==> config.mk <==
export PLATFORM = sky130hd
export DESIGN_NAME = trap_unit
export DESIGN_NICKNAME = d
export VERILOG_FILES = /design/src/rtl/trap_pkg.sv /design/src/rtl/lsb_pick.sv /design/src/rtl/irq_arbiter.sv /design/src/rtl/trap_router.sv /design/src/rtl/trap_unit.sv
export SDC_FILE = /design/constraint.sdc
export NUM_CORES = 1
export LEC_CHECK = 0
export ABC_AREA = 1
export BUFFER_PORTS_ARGS = -buffer_cell sky130_fd_sc_hd__buf_2
export CAP_MARGIN = 10
export CORE_AREA = 3 3 146 148
export DETAILED_ROUTE_END_ITERATION = 7
export DIE_AREA = 0 0 149 151
export PLACE_DENSITY = 0.56
export SYNTH_ARGS = -nofsm -noshare
export SYNTH_HDL_FRONTEND = slang
export SYNTH_SLANG_ARGS = --single-unit
export TNS_END_PERCENT = 5
==> constraint.sdc <==
create_clock -name vclk -period 4.85
set_clock_uncertainty 0.15 [all_clocks]
set_input_delay 0.2425 -clock vclk [all_inputs]
set_output_delay 0.2425 -clock vclk [all_outputs]
set_load 0.1 [all_outputs]
==> src/rtl/trap_pkg.sv <==
package trap_pkg;
  typedef enum logic [1:0] {
    PRIV_U   = 2'd0,
    PRIV_S   = 2'd1,
    PRIV_RSV = 2'd2,
    PRIV_M   = 2'd3
  } priv_e;

  // interrupt line positions
  localparam int unsigned LINE_SSW = 1;
  localparam int unsigned LINE_MSW = 3;
  localparam int unsigned LINE_STM = 5;
  localparam int unsigned LINE_MTM = 7;
  localparam int unsigned LINE_SEX = 9;
  localparam int unsigned LINE_MEX = 11;
  localparam int unsigned LINE_HI  = 12;

  typedef enum logic [1:0] {
    CLS_HI  = 2'd0,
    CLS_EXT = 2'd1,
    CLS_SW  = 2'd2,
    CLS_TM  = 2'd3
  } irq_class_e;
endpackage

==> src/rtl/lsb_pick.sv <==
module lsb_pick #(
  parameter int unsigned W  = 16,
  parameter int unsigned IW = $clog2(W)
) (
  input  logic [W-1:0]  vec_i,
  output logic [IW-1:0] idx_o,
  output logic          hit_o
);
  always_comb begin
    idx_o = '0;
    for (int i = W - 1; i >= 0; i--) begin
      if (vec_i[i]) idx_o = IW'(i);
    end
  end

  assign hit_o = |vec_i;
endmodule

==> src/rtl/irq_arbiter.sv <==
module irq_arbiter
  import trap_pkg::*;
#(
  parameter int unsigned IRQW = 16,
  parameter int unsigned IW   = $clog2(IRQW)
) (
  input  logic            clk_i,
  input  logic            rst_ni,
  input  logic [IRQW-1:0] pend_i,
  input  logic [IRQW-1:0] deleg_i,
  input  logic [1:0]      priv_i,
  input  logic            m_ie_i,
  input  logic            s_ie_i,
  input  logic            dbg_i,
  output logic            take_o,
  output logic [IW-1:0]   idx_o
);
  logic [IRQW-1:0] hi_m, ext_m, sw_m, tm_m, valid_m;

  // class masks per line
  for (genvar g = 0; g < IRQW; g++) begin : g_cls
    assign hi_m[g]  = (g >= LINE_HI);
    assign ext_m[g] = (g == LINE_SEX) || (g == LINE_MEX);
    assign sw_m[g]  = (g == LINE_SSW) || (g == LINE_MSW);
    assign tm_m[g]  = (g == LINE_STM) || (g == LINE_MTM);
  end
  assign valid_m = hi_m | ext_m | sw_m | tm_m;

  priv_e priv;
  assign priv = priv_e'(priv_i);

  logic m_en, s_en;
  assign m_en = (priv != PRIV_M) || m_ie_i;
  assign s_en = (priv == PRIV_U) || ((priv == PRIV_S) && s_ie_i);

  logic [IRQW-1:0] m_cand, s_cand, cand, win;
  assign m_cand = pend_i & valid_m & ~deleg_i & {IRQW{m_en}};
  assign s_cand = pend_i & valid_m &  deleg_i & {IRQW{s_en}};
  assign cand   = dbg_i ? '0 : ((|m_cand) ? m_cand : s_cand);

  irq_class_e cls;
  always_comb begin
    if      (|(cand & hi_m))  cls = CLS_HI;
    else if (|(cand & ext_m)) cls = CLS_EXT;
    else if (|(cand & sw_m))  cls = CLS_SW;
    else                      cls = CLS_TM;
  end

  always_comb begin
    unique case (cls)
      CLS_HI:  win = cand & hi_m;
      CLS_EXT: win = cand & ext_m;
      CLS_SW:  win = cand & sw_m;
      default: win = cand & tm_m;
    endcase
  end

  lsb_pick #(.W(IRQW), .IW(IW)) u_pick (
    .vec_i (win),
    .idx_o (idx_o),
    .hit_o (take_o)
  );

  assert_dbg_blocks_irq_R6: assert property (@(posedge clk_i) disable iff (!rst_ni)
    dbg_i |-> !take_o);
  assert_taken_line_pending_R4: assert property (@(posedge clk_i) disable iff (!rst_ni)
    take_o |-> pend_i[idx_o]);
  assert_no_deleg_in_m_R3: assert property (@(posedge clk_i) disable iff (!rst_ni)
    (take_o && priv_i == 2'd3) |-> !deleg_i[idx_o]);
endmodule

==> src/rtl/trap_router.sv <==
module trap_router
  import trap_pkg::*;
#(
  parameter int unsigned XLEN = 32,
  parameter int unsigned IRQW = 16,
  parameter int unsigned IW   = $clog2(IRQW),
  parameter int unsigned LX   = $clog2(XLEN)
) (
  input  logic            clk_i,
  input  logic            rst_ni,
  input  logic            irq_take_i,
  input  logic [IW-1:0]   irq_idx_i,
  input  logic            exc_req_i,
  input  logic [XLEN-1:0] exc_cause_i,
  input  logic [XLEN-1:0] exc_tval_i,
  input  logic [XLEN-1:0] epc_i,
  input  logic [1:0]      priv_i,
  input  logic [IRQW-1:0] irq_deleg_i,
  input  logic [XLEN-1:0] exc_deleg_i,
  input  logic [XLEN-1:0] s_tvec_i,
  input  logic [XLEN-1:0] m_tvec_i,
  input  logic            m_ie_i,
  input  logic            m_pie_i,
  input  logic [1:0]      m_pp_i,
  input  logic            s_ie_i,
  input  logic            s_pie_i,
  input  logic            s_pp_i,
  output logic            trap_o,
  output logic            irq_o,
  output logic            to_s_o,
  output logic [XLEN-1:0] pc_o,
  output logic [XLEN-1:0] cause_o,
  output logic [XLEN-1:0] epc_o,
  output logic [XLEN-1:0] tval_o,
  output logic [1:0]      priv_o,
  output logic            m_ie_o,
  output logic            m_pie_o,
  output logic [1:0]      m_pp_o,
  output logic            s_ie_o,
  output logic            s_pie_o,
  output logic            s_pp_o
);
  logic [XLEN-1:0] num, m_base, m_off;
  logic            in_range, deleg_bit, below_m;

  assign trap_o  = irq_take_i | exc_req_i;
  assign irq_o   = irq_take_i;
  assign num     = irq_take_i ? XLEN'(irq_idx_i) : exc_cause_i;
  assign in_range = (num < XLEN'(XLEN));
  assign below_m = (priv_i == PRIV_U) || (priv_i == PRIV_S);

  always_comb begin
    if (irq_take_i)    deleg_bit = irq_deleg_i[irq_idx_i];
    else if (in_range) deleg_bit = exc_deleg_i[exc_cause_i[LX-1:0]];
    else               deleg_bit = 1'b0;
  end

  assign to_s_o = trap_o && below_m && in_range && deleg_bit;

  // vectored entry only for machine-mode interrupts
  assign m_base = {m_tvec_i[XLEN-1:1], 1'b0};
  assign m_off  = (m_tvec_i[0] && irq_take_i) ? (num << 2) : '0;

  always_comb begin
    pc_o    = '0;
    cause_o = '0;
    epc_o   = '0;
    tval_o  = '0;
    priv_o  = priv_i;
    m_ie_o  = m_ie_i;
    m_pie_o = m_pie_i;
    m_pp_o  = m_pp_i;
    s_ie_o  = s_ie_i;
    s_pie_o = s_pie_i;
    s_pp_o  = s_pp_i;
    if (trap_o) begin
      cause_o = irq_take_i ? {1'b1, num[XLEN-2:0]} : exc_cause_i;
      epc_o   = epc_i;
      tval_o  = irq_take_i ? '0 : exc_tval_i;
      if (to_s_o) begin
        pc_o    = s_tvec_i;
        priv_o  = PRIV_S;
        s_pie_o = s_ie_i;
        s_pp_o  = priv_i[0];
        s_ie_o  = 1'b0;
      end else begin
        pc_o    = m_base + m_off;
        priv_o  = PRIV_M;
        m_pie_o = m_ie_i;
        m_pp_o  = priv_i;
        m_ie_o  = 1'b0;
      end
    end
  end

  assert_s_target_below_m_R8: assert property (@(posedge clk_i) disable iff (!rst_ni)
    to_s_o |-> (priv_i != 2'd3));
  assert_irq_cause_msb_R5: assert property (@(posedge clk_i) disable iff (!rst_ni)
    irq_o |-> cause_o[XLEN-1]);
  assert_m_trap_stack_R10: assert property (@(posedge clk_i) disable iff (!rst_ni)
    (trap_o && !to_s_o) |-> (!m_ie_o && m_pie_o == m_ie_i && priv_o == 2'd3 && s_ie_o == s_ie_i));
  assert_s_trap_stack_R9: assert property (@(posedge clk_i) disable iff (!rst_ni)
    to_s_o |-> (!s_ie_o && s_pie_o == s_ie_i && pc_o == s_tvec_i && m_ie_o == m_ie_i));
  assert_idle_passthrough_R1: assert property (@(posedge clk_i) disable iff (!rst_ni)
    !trap_o |-> (priv_o == priv_i && pc_o == '0 && cause_o == '0));
  assert_irq_wins_R7: assert property (@(posedge clk_i) disable iff (!rst_ni)
    (irq_o && exc_req_i) |-> (tval_o == '0));
endmodule

==> src/rtl/trap_unit.sv <==
module trap_unit #(
  parameter int unsigned XLEN = 32,
  parameter int unsigned IRQW = 16
) (
  input  logic            clk_i,
  input  logic            rst_ni,
  input  logic [IRQW-1:0] irq_pend_i,
  input  logic [1:0]      priv_i,
  input  logic            m_ie_i,
  input  logic            s_ie_i,
  input  logic            m_pie_i,
  input  logic            s_pie_i,
  input  logic [1:0]      m_pp_i,
  input  logic            s_pp_i,
  input  logic [IRQW-1:0] irq_deleg_i,
  input  logic [XLEN-1:0] exc_deleg_i,
  input  logic            dbg_mode_i,
  input  logic            exc_req_i,
  input  logic [XLEN-1:0] exc_cause_i,
  input  logic [XLEN-1:0] exc_tval_i,
  input  logic [XLEN-1:0] epc_i,
  input  logic [XLEN-1:0] s_tvec_i,
  input  logic [XLEN-1:0] m_tvec_i,
  output logic            trap_o,
  output logic            trap_irq_o,
  output logic            trap_to_s_o,
  output logic [XLEN-1:0] trap_pc_o,
  output logic [XLEN-1:0] trap_cause_o,
  output logic [XLEN-1:0] trap_epc_o,
  output logic [XLEN-1:0] trap_tval_o,
  output logic [1:0]      priv_o,
  output logic            m_ie_o,
  output logic            m_pie_o,
  output logic [1:0]      m_pp_o,
  output logic            s_ie_o,
  output logic            s_pie_o,
  output logic            s_pp_o
);
  localparam int unsigned IW = $clog2(IRQW);
  localparam int unsigned LX = $clog2(XLEN);

  logic          irq_take;
  logic [IW-1:0] irq_idx;

  irq_arbiter #(.IRQW(IRQW), .IW(IW)) u_arb (
    .clk_i   (clk_i),
    .rst_ni  (rst_ni),
    .pend_i  (irq_pend_i),
    .deleg_i (irq_deleg_i),
    .priv_i  (priv_i),
    .m_ie_i  (m_ie_i),
    .s_ie_i  (s_ie_i),
    .dbg_i   (dbg_mode_i),
    .take_o  (irq_take),
    .idx_o   (irq_idx)
  );

  trap_router #(.XLEN(XLEN), .IRQW(IRQW), .IW(IW), .LX(LX)) u_route (
    .clk_i       (clk_i),
    .rst_ni      (rst_ni),
    .irq_take_i  (irq_take),
    .irq_idx_i   (irq_idx),
    .exc_req_i   (exc_req_i),
    .exc_cause_i (exc_cause_i),
    .exc_tval_i  (exc_tval_i),
    .epc_i       (epc_i),
    .priv_i      (priv_i),
    .irq_deleg_i (irq_deleg_i),
    .exc_deleg_i (exc_deleg_i),
    .s_tvec_i    (s_tvec_i),
    .m_tvec_i    (m_tvec_i),
    .m_ie_i      (m_ie_i),
    .m_pie_i     (m_pie_i),
    .m_pp_i      (m_pp_i),
    .s_ie_i      (s_ie_i),
    .s_pie_i     (s_pie_i),
    .s_pp_i      (s_pp_i),
    .trap_o      (trap_o),
    .irq_o       (trap_irq_o),
    .to_s_o      (trap_to_s_o),
    .pc_o        (trap_pc_o),
    .cause_o     (trap_cause_o),
    .epc_o       (trap_epc_o),
    .tval_o      (trap_tval_o),
    .priv_o      (priv_o),
    .m_ie_o      (m_ie_o),
    .m_pie_o     (m_pie_o),
    .m_pp_o      (m_pp_o),
    .s_ie_o      (s_ie_o),
    .s_pie_o     (s_pie_o),
    .s_pp_o      (s_pp_o)
  );

  assert_debug_exc_routed_R6: assert property (@(posedge clk_i) disable iff (!rst_ni)
    (dbg_mode_i && exc_req_i) |-> (trap_o && !trap_irq_o));
endmodule

== Yosys cells after proc, flatten, opt, wreduce, memory -nomap -nowiden ==
Cells that the tools add are included.
Cells by class
  add/subtract/negate cells: 1
  multipliers: 0
  div/mod/pow operators: 0
  order comparisons: 3
  eq/ne operators: 4
  shifts and indexed selects: 0
  multiplexer cells: 51
  bitwise gates (word level): 6
  reduce and logical (&&, ||, !) cells: 15
Operators with widths (number)
  $mux 32: 9
  $and 16x16->16: 4
  $mux 4: 16
  $pmux 16 s3: 1
  $add 32x32->32: 1
  $lt 32x6->1 const B: 1
  $mux 16: 2
  $reduce_or 16->1: 2
  $not 16->16: 1
  $mux 1: 15
  $mux 2: 6
  $lt 5x6->1 const B: 1
  $bmux 1 s5: 1
  $logic_and 1x1->1: 5
  $lt 4x5->1 const B: 1
  $bmux 1 s4: 1
  $eq 2x1->1 const B: 2
  $logic_not 2->1: 2
  $reduce_or 2->1: 2
  $reduce_or 4->1: 1
  $logic_or 1x1->1: 3
  $eq 2x2->1 const B: 1
  $ne 2x2->1 const B: 1
  $or 1x1->1: 1
Storage, ports and cells
  bits in registers: 0
  bits in latches: 0
  RAM bits: 0
  memory bits (read-only): 0
  input bits: 237
  memories kept: 0

== Longest topological paths before layout ==
Gate-level depths: netlist (run 1).
  depth after elaboration: 35
  depth in mapped cells: 33
  gate-level depth less buffers: 33

== Modules after synthesis ==
Synthesis (run 1) repeated with hierarchy kept, for this count alone.
Second synthesis, totals
  cells, all modules: 969
  area total of the unflattened synthesis: 4479.3 sq um
Modules (own cells, without submodules)
  trap_router: instances 1, cells an instance 824, area each 3802.4 sq um, seq. area each 0.0 sq um
  irq_arbiter: instances 1, cells an instance 96, area each 467.9 sq um, seq. area each 0.0 sq um
  lsb_pick: instances 1, cells an instance 49, area each 209.0 sq um, seq. area each 0.0 sq um

== Worst setup path after synthesis (run 1) ==
Ideal clock, no wire load.
  path kind: in2out
  start point: input port m_ie_i
  end point: output port trap_pc_o[31]
  data arrival time: 4.612 ns
  required time: 4.458 ns
  setup slack: -0.154 ns
  stages: 31
  cells stage by stage: inv_1 > nand3_4 > nand2_1 > nand3_2 > nor2_8 > nand3_1 > nand3_1 > nand2_1 > nor2_4 > nand2_4 > nor2_4 > nand2_1 > nand2_1 > nand2_1 > nand2_2 > nor2_1 > ha_1 > nand3_1 > nand2_1 > a21oi_1 > o21ai_0 > a21oi_1 > o21ai_0 > nand3_1 > nand2_1 > a21oi_1 > o21ai_0 > a21oi_1 > xnor2_1 > nand3_1 > nand2_1
On the way
  cells in the longest elaborated chain, start to end: 34
Ends and longest elaborated chain
  start, declared: RTL line trap_unit.sv:9  | input logic m_ie_i,
  $logic_or 1x1->1 (*): RTL line irq_arbiter.sv:33  | assign m_en = (priv != PRIV_M) || m_ie_i;
  $and 16x16->16 (*): RTL line irq_arbiter.sv:37  | assign m_cand = pend_i & valid_m & ~deleg_i & {IRQW{m_en}};
  $reduce_or 16->1: RTL line irq_arbiter.sv:39  | assign cand = dbg_i ? '0 : ((|m_cand) ? m_cand : s_cand);
  $mux 16 (*) (2 in a row): RTL line irq_arbiter.sv:39
  $reduce_or 2->1: RTL line irq_arbiter.sv:45  | else if (|(cand & sw_m)) cls = CLS_SW;
  $mux 1: RTL line irq_arbiter.sv:45
  $mux 2: RTL line irq_arbiter.sv:44  | else if (|(cand & ext_m)) cls = CLS_EXT;
  $mux 2: RTL line irq_arbiter.sv:43  | if (|(cand & hi_m)) cls = CLS_HI;
  [2 not listed]
  $mux 4 (16 in a row): RTL line lsb_pick.sv:12  | if (vec_i[i]) idx_o = IW'(i);
  $mux 32: RTL line trap_router.sv:48  | assign num = irq_take_i ? XLEN'(irq_idx_i) : exc_cause_i;
  $lt 32x6->1: RTL line trap_router.sv:49  | assign in_range = (num < XLEN'(XLEN));
  $mux 1: RTL line trap_router.sv:54  | else if (in_range) deleg_bit = exc_deleg_i[exc_cause_i[LX-1:0]];
  $mux 1: RTL line trap_router.sv:53  | if (irq_take_i) deleg_bit = irq_deleg_i[irq_idx_i];
  $logic_and 1x1->1: RTL line trap_router.sv:58  | assign to_s_o = trap_o && below_m && in_range && deleg_bit;
  $mux 32: RTL line trap_router.sv:80  | if (to_s_o) begin
  $mux 32 (*): RTL line trap_router.sv:76  | if (trap_o) begin
  end, declared: RTL line trap_unit.sv:27  | output logic [XLEN-1:0] trap_pc_o,
Mark *: on every way between the ends. The rest lies on a longest branch, timed or not. The select of a mux whose other input is x is not followed.

== Worst setup path in the final report (run 1) ==
  start point: input port m_ie_i
  end point: output port trap_pc_o[30]
Same word-level chain as after synthesis.

==> results of run 1 <==
cell families after synthesis:
logic type	synth area share
and+or+nand+nor	0.518
buffers and inverters	0.155
AOI/OAI and AO/OA	0.158
adders and majority gates	0.102
xor gates and xnor gates	0.0655
other	0.00100
through the flow:
step | power (mW) | setup TNS, ps | utilization | cell area, µm²
6_report | 2.79 | 0 | 0.358 | 7220
5_1_grt | 2.92 | -910 | 0.358 | 7220
4_1_cts | 2.74 | -4.61 | 0.342 | 6900
3_5_place_dp | 2.72 | -3580 | 0.338 | 6820
3_3_place_gp | 2.71 | -2910 | 0.338 | 6820
2_1_floorplan | 1.93 | -300 | - | 3840
cell type report:
type | count | area share
multi-input combinational | 630 | 0.488
tap | 270 | 0.0468
timing repair buffer | 447 | 0.403
inverter | 115 | 0.0622
layout by cell type, fill, tap and decap left out, types with 3 or more instances in the layout:
master and count:
a21o_1 6, buf_2 334, o21ai_2 4, o21ai_1 6, nand4_1 10, buf_12 30
nor2_4 5, inv_1 106, a21oi_1 46, nor2_1 85, a21oi_4 3, nand3_4 3
nor4_1 4, conb_1 25, o21ai_0 11, xnor2_1 9, nand3_2 15, inv_2 4
nand2_1 218, ha_1 28, o211ai_1 3, xor2_1 19, buf_4 80, a21oi_2 8
nand2_2 30, nand3_1 64
metal layers:
layer  part of all wire  global-route usage  up-vias
met5                  0                   0        -
met4              0.026              0.0343        0
met3              0.074              0.0257       30
met2               0.50               0.326      290
met1               0.40               0.206     2882
li1                   -                   -     3250
timing repair:
item / CTS / global route
resized for setup: 19 / 66
gates cloned: 1 / 1
pin swaps: 5 / 31
endpoints found under the setup margin: 14 / 15
setup buffers: 2 / 11
final timing paths:
kind  slack, ps             to  depth (start not counted)         start
max          80  trap_pc_o[30]                         36        m_ie_i
min         720  trap_pc_o[26]                          4  s_tvec_i[26]
power breakdown:
group / switching [mW] / internal (mW)
logic: 2.05 / 0.737
clock network: 0 / 0
registers: 0 / 0
total: 2.05 / 0.737
synth_stat cells (all sizes together) (2+ instances only):
cell type,number
a32o,2
ha,29
a21o,6
clkinv,2
nand4,10
clkbuf,13
nand3,81
nand2,249
inv,113
a22oi,2
xnor2,9
a21oi,57
nor2,93
o311ai,2
xor2,19
nor3,2
nor4,4
buf,15
a221o,2
o21ai,22
or2,2
o211ai,3
critical path, delay by kind of cell:
family / cells / cell delay, ps
simple gates: 19 / 1860
buf+inv: 8 / 900
compound gates: 6 / 820
fa+ha+maj: 2 / 370
xor+xnor: 1 / 140
==> key figures, run 1 <==
Setup path
  • Worst setup SP type: input port
  • Setup Crit Path Kind: in -> out
  • CP max stage delay: 210 ps
  • Critical Path Slowest Stage Cell: fa_2
  • Crit end category: output port
  • Arrival time at the worst endpoint: 4380 ps
  • CP required: 4460 ps
  • Crit-path max FO: 7
  • Most frequent CP cell: nand2_2

Power
  • Leak: 4.48 nW
  • Power per cell area: 386 nW/µm²
  • Worst VDD drop: 0.254 mV

Finish
  • Final non-filler cell total: 1,462
  • Share of layout cells above drive strength 1: 0.446
  • Footprint of the multi-input gates: 3520 µm²
  • Final-stage net count: 1,461
  • # diodes: 0
  • Area Growth Syn to Fin: 92.7%
  • Storage cell area: 0 µm²
  • Seq_cells: 0
  • CLK BUF: 0
  • # fillers: 2,272

Route
  • Final ANT Viol Nets: 0
  • Initial DRC count: 161
  • Post-DR vias/cell: 4.41
  • First-pass iteration count of the detailed router: 4
  • DRC: 0
  • Wirelength per Cell: 14.7 µm
  • Drt total wl: 21,400 µm
  • Vias: 6,452

Logic synthesis
  • Top-area cell type share of the netlist area: 0.240
  • Area leader, netlist: nand2_1
  • Post-Syn Area per Cell: 5.01 µm²
  • Top cells by area, synth: nand2_1, inv_1, nand3_1, ha_1, nor2_1
  • Post-Syn Area: 3750 µm²
  • Synth cell types: 47
  • Ys Warns: 0
  • Seq/Total Area, Yosys: 0
  • Gate Count Post-Synth: 747

GRT
  • Global-route wire length before repair: 31,500 µm
  • Largest net degree at the start of global routing: 40
  • Global route overflow: 0
  • Vias in the first global route: 6,123
  • Gr usage total: 0.172
  • Initial antenna violation count: 0

Placement
  • DP HPWL: 18,800 µm
  • Routability cong.: 0.921
  • DP Worst Slack: -406 ps
  • Cells after DPL: 1,447
  • IO Port Bufs: 365

Floorplan
  • Row count: 52
  • Core area: 20,200 µm²
  • Initial Utilization: 0.186
  • Die area: 22,500 µm²
  • DIE HEIGHT: 151 µm
  • Die width: 149 µm
  • # IOs: 377

Outcome
  • Status: completed

STA
  • Min Tclk post-route: 4770 ps
  • FMAX: 0.209 GHz
  • Measured slew at the worst slew-check pin: 937 ps
  • Post-route setup slack: 76.6 ps
  • Final setup fails: 0
  • Worst hold slack: 717 ps
  • Slew Limit Fails: 0
  • Final Cycle Share: 0.984
  • Final number of hold-violating endpoints: 0
  • RSZ-0062 raised after global routing: true
  • Slew Limit Headroom: 0.374

Run
  • Max Cap Violations: 0

Min path
  • Hold Path Class: in -> out

CTS
  • Hold_buf cts: 0
Note: power is estimated with default switching activity, not from simulation.
==> inputs of run 2 (changes only) <==
--- a/config.mk
+++ b/config.mk
@@ -11,7 +11,9 @@
 export CORE_AREA = 3 3 146 148
 export DETAILED_ROUTE_END_ITERATION = 7
 export DIE_AREA = 0 0 149 151
+export GPL_TIMING_DRIVEN = 0
 export PLACE_DENSITY = 0.56
+export SLEW_MARGIN = 20
 export SYNTH_ARGS = -nofsm -noshare
 export SYNTH_HDL_FRONTEND = slang
 export SYNTH_SLANG_ARGS = --single-unit
==> constraint.sdc (replaced) <==
create_clock -name vclk -period 4.85
set_clock_uncertainty 0.15 [all_clocks]
set_input_delay 0.2425 -clock vclk [all_inputs]
set_output_delay 0.2425 -clock vclk [all_outputs]
set_load 0.02 [all_outputs]
==> key figures, run 2 (synthesis gave the netlist of run 1 again) <==
Outcome
  • Status: completed

Floorplan
  • Die width: 149 µm (unchanged)
  • # IOs: 377 (unchanged)
  • Row count: 52 (unchanged)
  • Die area: 22,500 µm² (unchanged)
  • Initial Utilization: 0.186 (unchanged)
  • DIE HEIGHT: 151 µm (unchanged)
  • Core area: 20,200 µm² (unchanged)

Finish
  • # fillers: 2,275 (+0.13%)
  • Area Growth Syn to Fin: 82.7%
  • Most frequent cells in the layout: buf_2, nand2_1, inv_1, nor2_1, nand3_1
  • CLK BUF: 0 (unchanged)
  • Final-stage net count: 1,452 (-0.62%)
  • # diodes: 0 (unchanged)
  • Seq_cells: 0 (unchanged)
  • Storage cell area: 0 µm² (unchanged)
  • Footprint of the multi-input gates: 3670 µm² (+4.2%)
  • Commonest non-fill, non-tap cell in the layout: buf_2
  • Share of layout cells above drive strength 1: 0.439 (-0.00759)

Setup path
  • CP required: 4460 ps (about the same)
  • Worst setup SP type: input port
  • Critical Path Slowest Stage Cell: fa_2
  • Arrival time at the worst endpoint: 4320 ps (-60 ps)
  • CP max stage delay: 400 ps (+190 ps)
  • Crit end category: output port
  • Setup Crit Path Kind: in -> out
  • Most frequent CP cell: nand2_2
  • Crit-path max FO: 8 (+1)

GRT
  • Gr usage total: 0.176 (+0.00402)
  • Initial antenna violation count: 1 (+1)
  • Largest net degree at the start of global routing: 11 (-73%)
  • Global-route wire length before repair: 31,700 µm (+0.52%)
  • Vias in the first global route: 6,076 (-0.77%)
  • Global route overflow: 0 (unchanged)

Power
  • Leak: 4.28 nW (-4.5%)
  • Worst VDD drop: 0.0750 mV (-70%)
  • Power per cell area: 205 nW/µm² (-47%)

STA
  • Slew Limit Fails: 0 (unchanged)
  • Post-route setup slack: 141 ps (+64.2 ps)
  • RSZ-0062 raised after global routing: true
  • Total negative slack: 0 ps (unchanged)
  • Measured slew at the worst slew-check pin: 513 ps (-424 ps)
  • Worst hold slack: 631 ps (-85.8 ps)
  • FMAX: 0.212 GHz (+1.4%)
  • Min Tclk post-route: 4710 ps (-64.2 ps)
  • Final setup fails: 0 (unchanged)
  • Final number of hold-violating endpoints: 0 (unchanged)
  • Slew Limit Headroom: 0.658 (+0.284)
  • Final Cycle Share: 0.971 (-0.0132)

Route
  • Vias: 6,462 (+0.15%)
  • DRC: 0 (unchanged)
  • Drt total wl: 22,500 µm (+5.0%)
  • Wirelength per Cell: 15.5 µm (+5.6%)
  • First-pass iteration count of the detailed router: 5 (+1)
  • Final ANT Viol Nets: 0 (unchanged)
  • Initial DRC count: 176 (+9.3%)
  • Post-DR vias/cell: 4.45 (+0.78%)

Placement
  • IO Port Bufs: 364 (-0.27%)
  • DP Worst Slack: -1020 ps (-615 ps)
  • DP HPWL: 19,100 µm (+1.6%)
  • Routability cong.: 0.876 (-4.9%)

Min path
  • Hold Path Class: in -> out

Run
  • Max Cap Violations: 0 (unchanged)

CTS
  • Hold_buf cts: 0 (unchanged)
[run 2: cell count changes in the layout (fill, tap and decap cells not counted), moves of 9 or more]
cell | before | now
buf_12 | 30 | 0
buf_2 | 334 | 364
buf_4 | 80 | 48
buf_6 | 2 | 11
clkbuf_1 | 0 | 13
[run 2: timing repair]
item | in CTS | in global routing
buffers inserted | 23 | 23
gates cloned | 1 | 1
pin swaps | 25 | 50
setup endpoints to repair | 19 | 14
resized for setup | 79 | 49
[run 2: through the flow]
step           utilization  area (µm²)  instances  power (mW)
3_5_place_dp         0.297        6000       1405        1.23
4_1_cts              0.321        6480       1429        1.32
2_1_floorplan            -        3840        771       0.775
3_3_place_gp         0.297        6000       1405        1.23
6_report             0.339        6850       1453        1.40
5_1_grt              0.339        6850       1453        1.53
[run 2: layout make-up]
type | count | area share
Multi-Input combinational cell | 630 | 0.536
Timing Repair Buffer | 410 | 0.327
Inverter | 115 | 0.0660
Tap cell | 270 | 0.0494
Buffer | 28 | 0.0216
[run 2: power breakdown]
| group | total (mW) | internal [mW] | switching, mW |
|---|---|---|---|
| combinational | 1.40 | 0.523 | 0.877 |
| clock | 0 | 0 | 0 |
| sequential | 0 | 0 | 0 |
[run 2: layer usage]
layer	up-vias	share of wire	track usage
li1	3237	-	-
met1	2885	0.39	0.199
met2	300	0.50	0.331
met3	38	0.084	0.0371
met4	2	0.035	0.0526
met5	-	0.00031	0
[run 2: critical path, delay by kind of cell]
| family | cells | cell delay, ps |
|---|---|---|
| AO/OA/AOI/OAI | 6 | 800 |
| XOR/XNOR | 1 | 110 |
| adder cells (fa/ha/maj) | 2 | 580 |
| buffers and inverters | 6 | 580 |
| AND/OR/NAND/NOR | 20 | 1980 |
[run 2: path summary, 6_finish.rpt]
| path | start | to | slack, ps | depth (start not counted) |
|---|---|---|---|---|
| worst max-delay path | m_ie_i | trap_pc_o[22] | 140 | 35 |
| worst min-delay path | s_tvec_i[22] | trap_pc_o[22] | 630 | 4 |
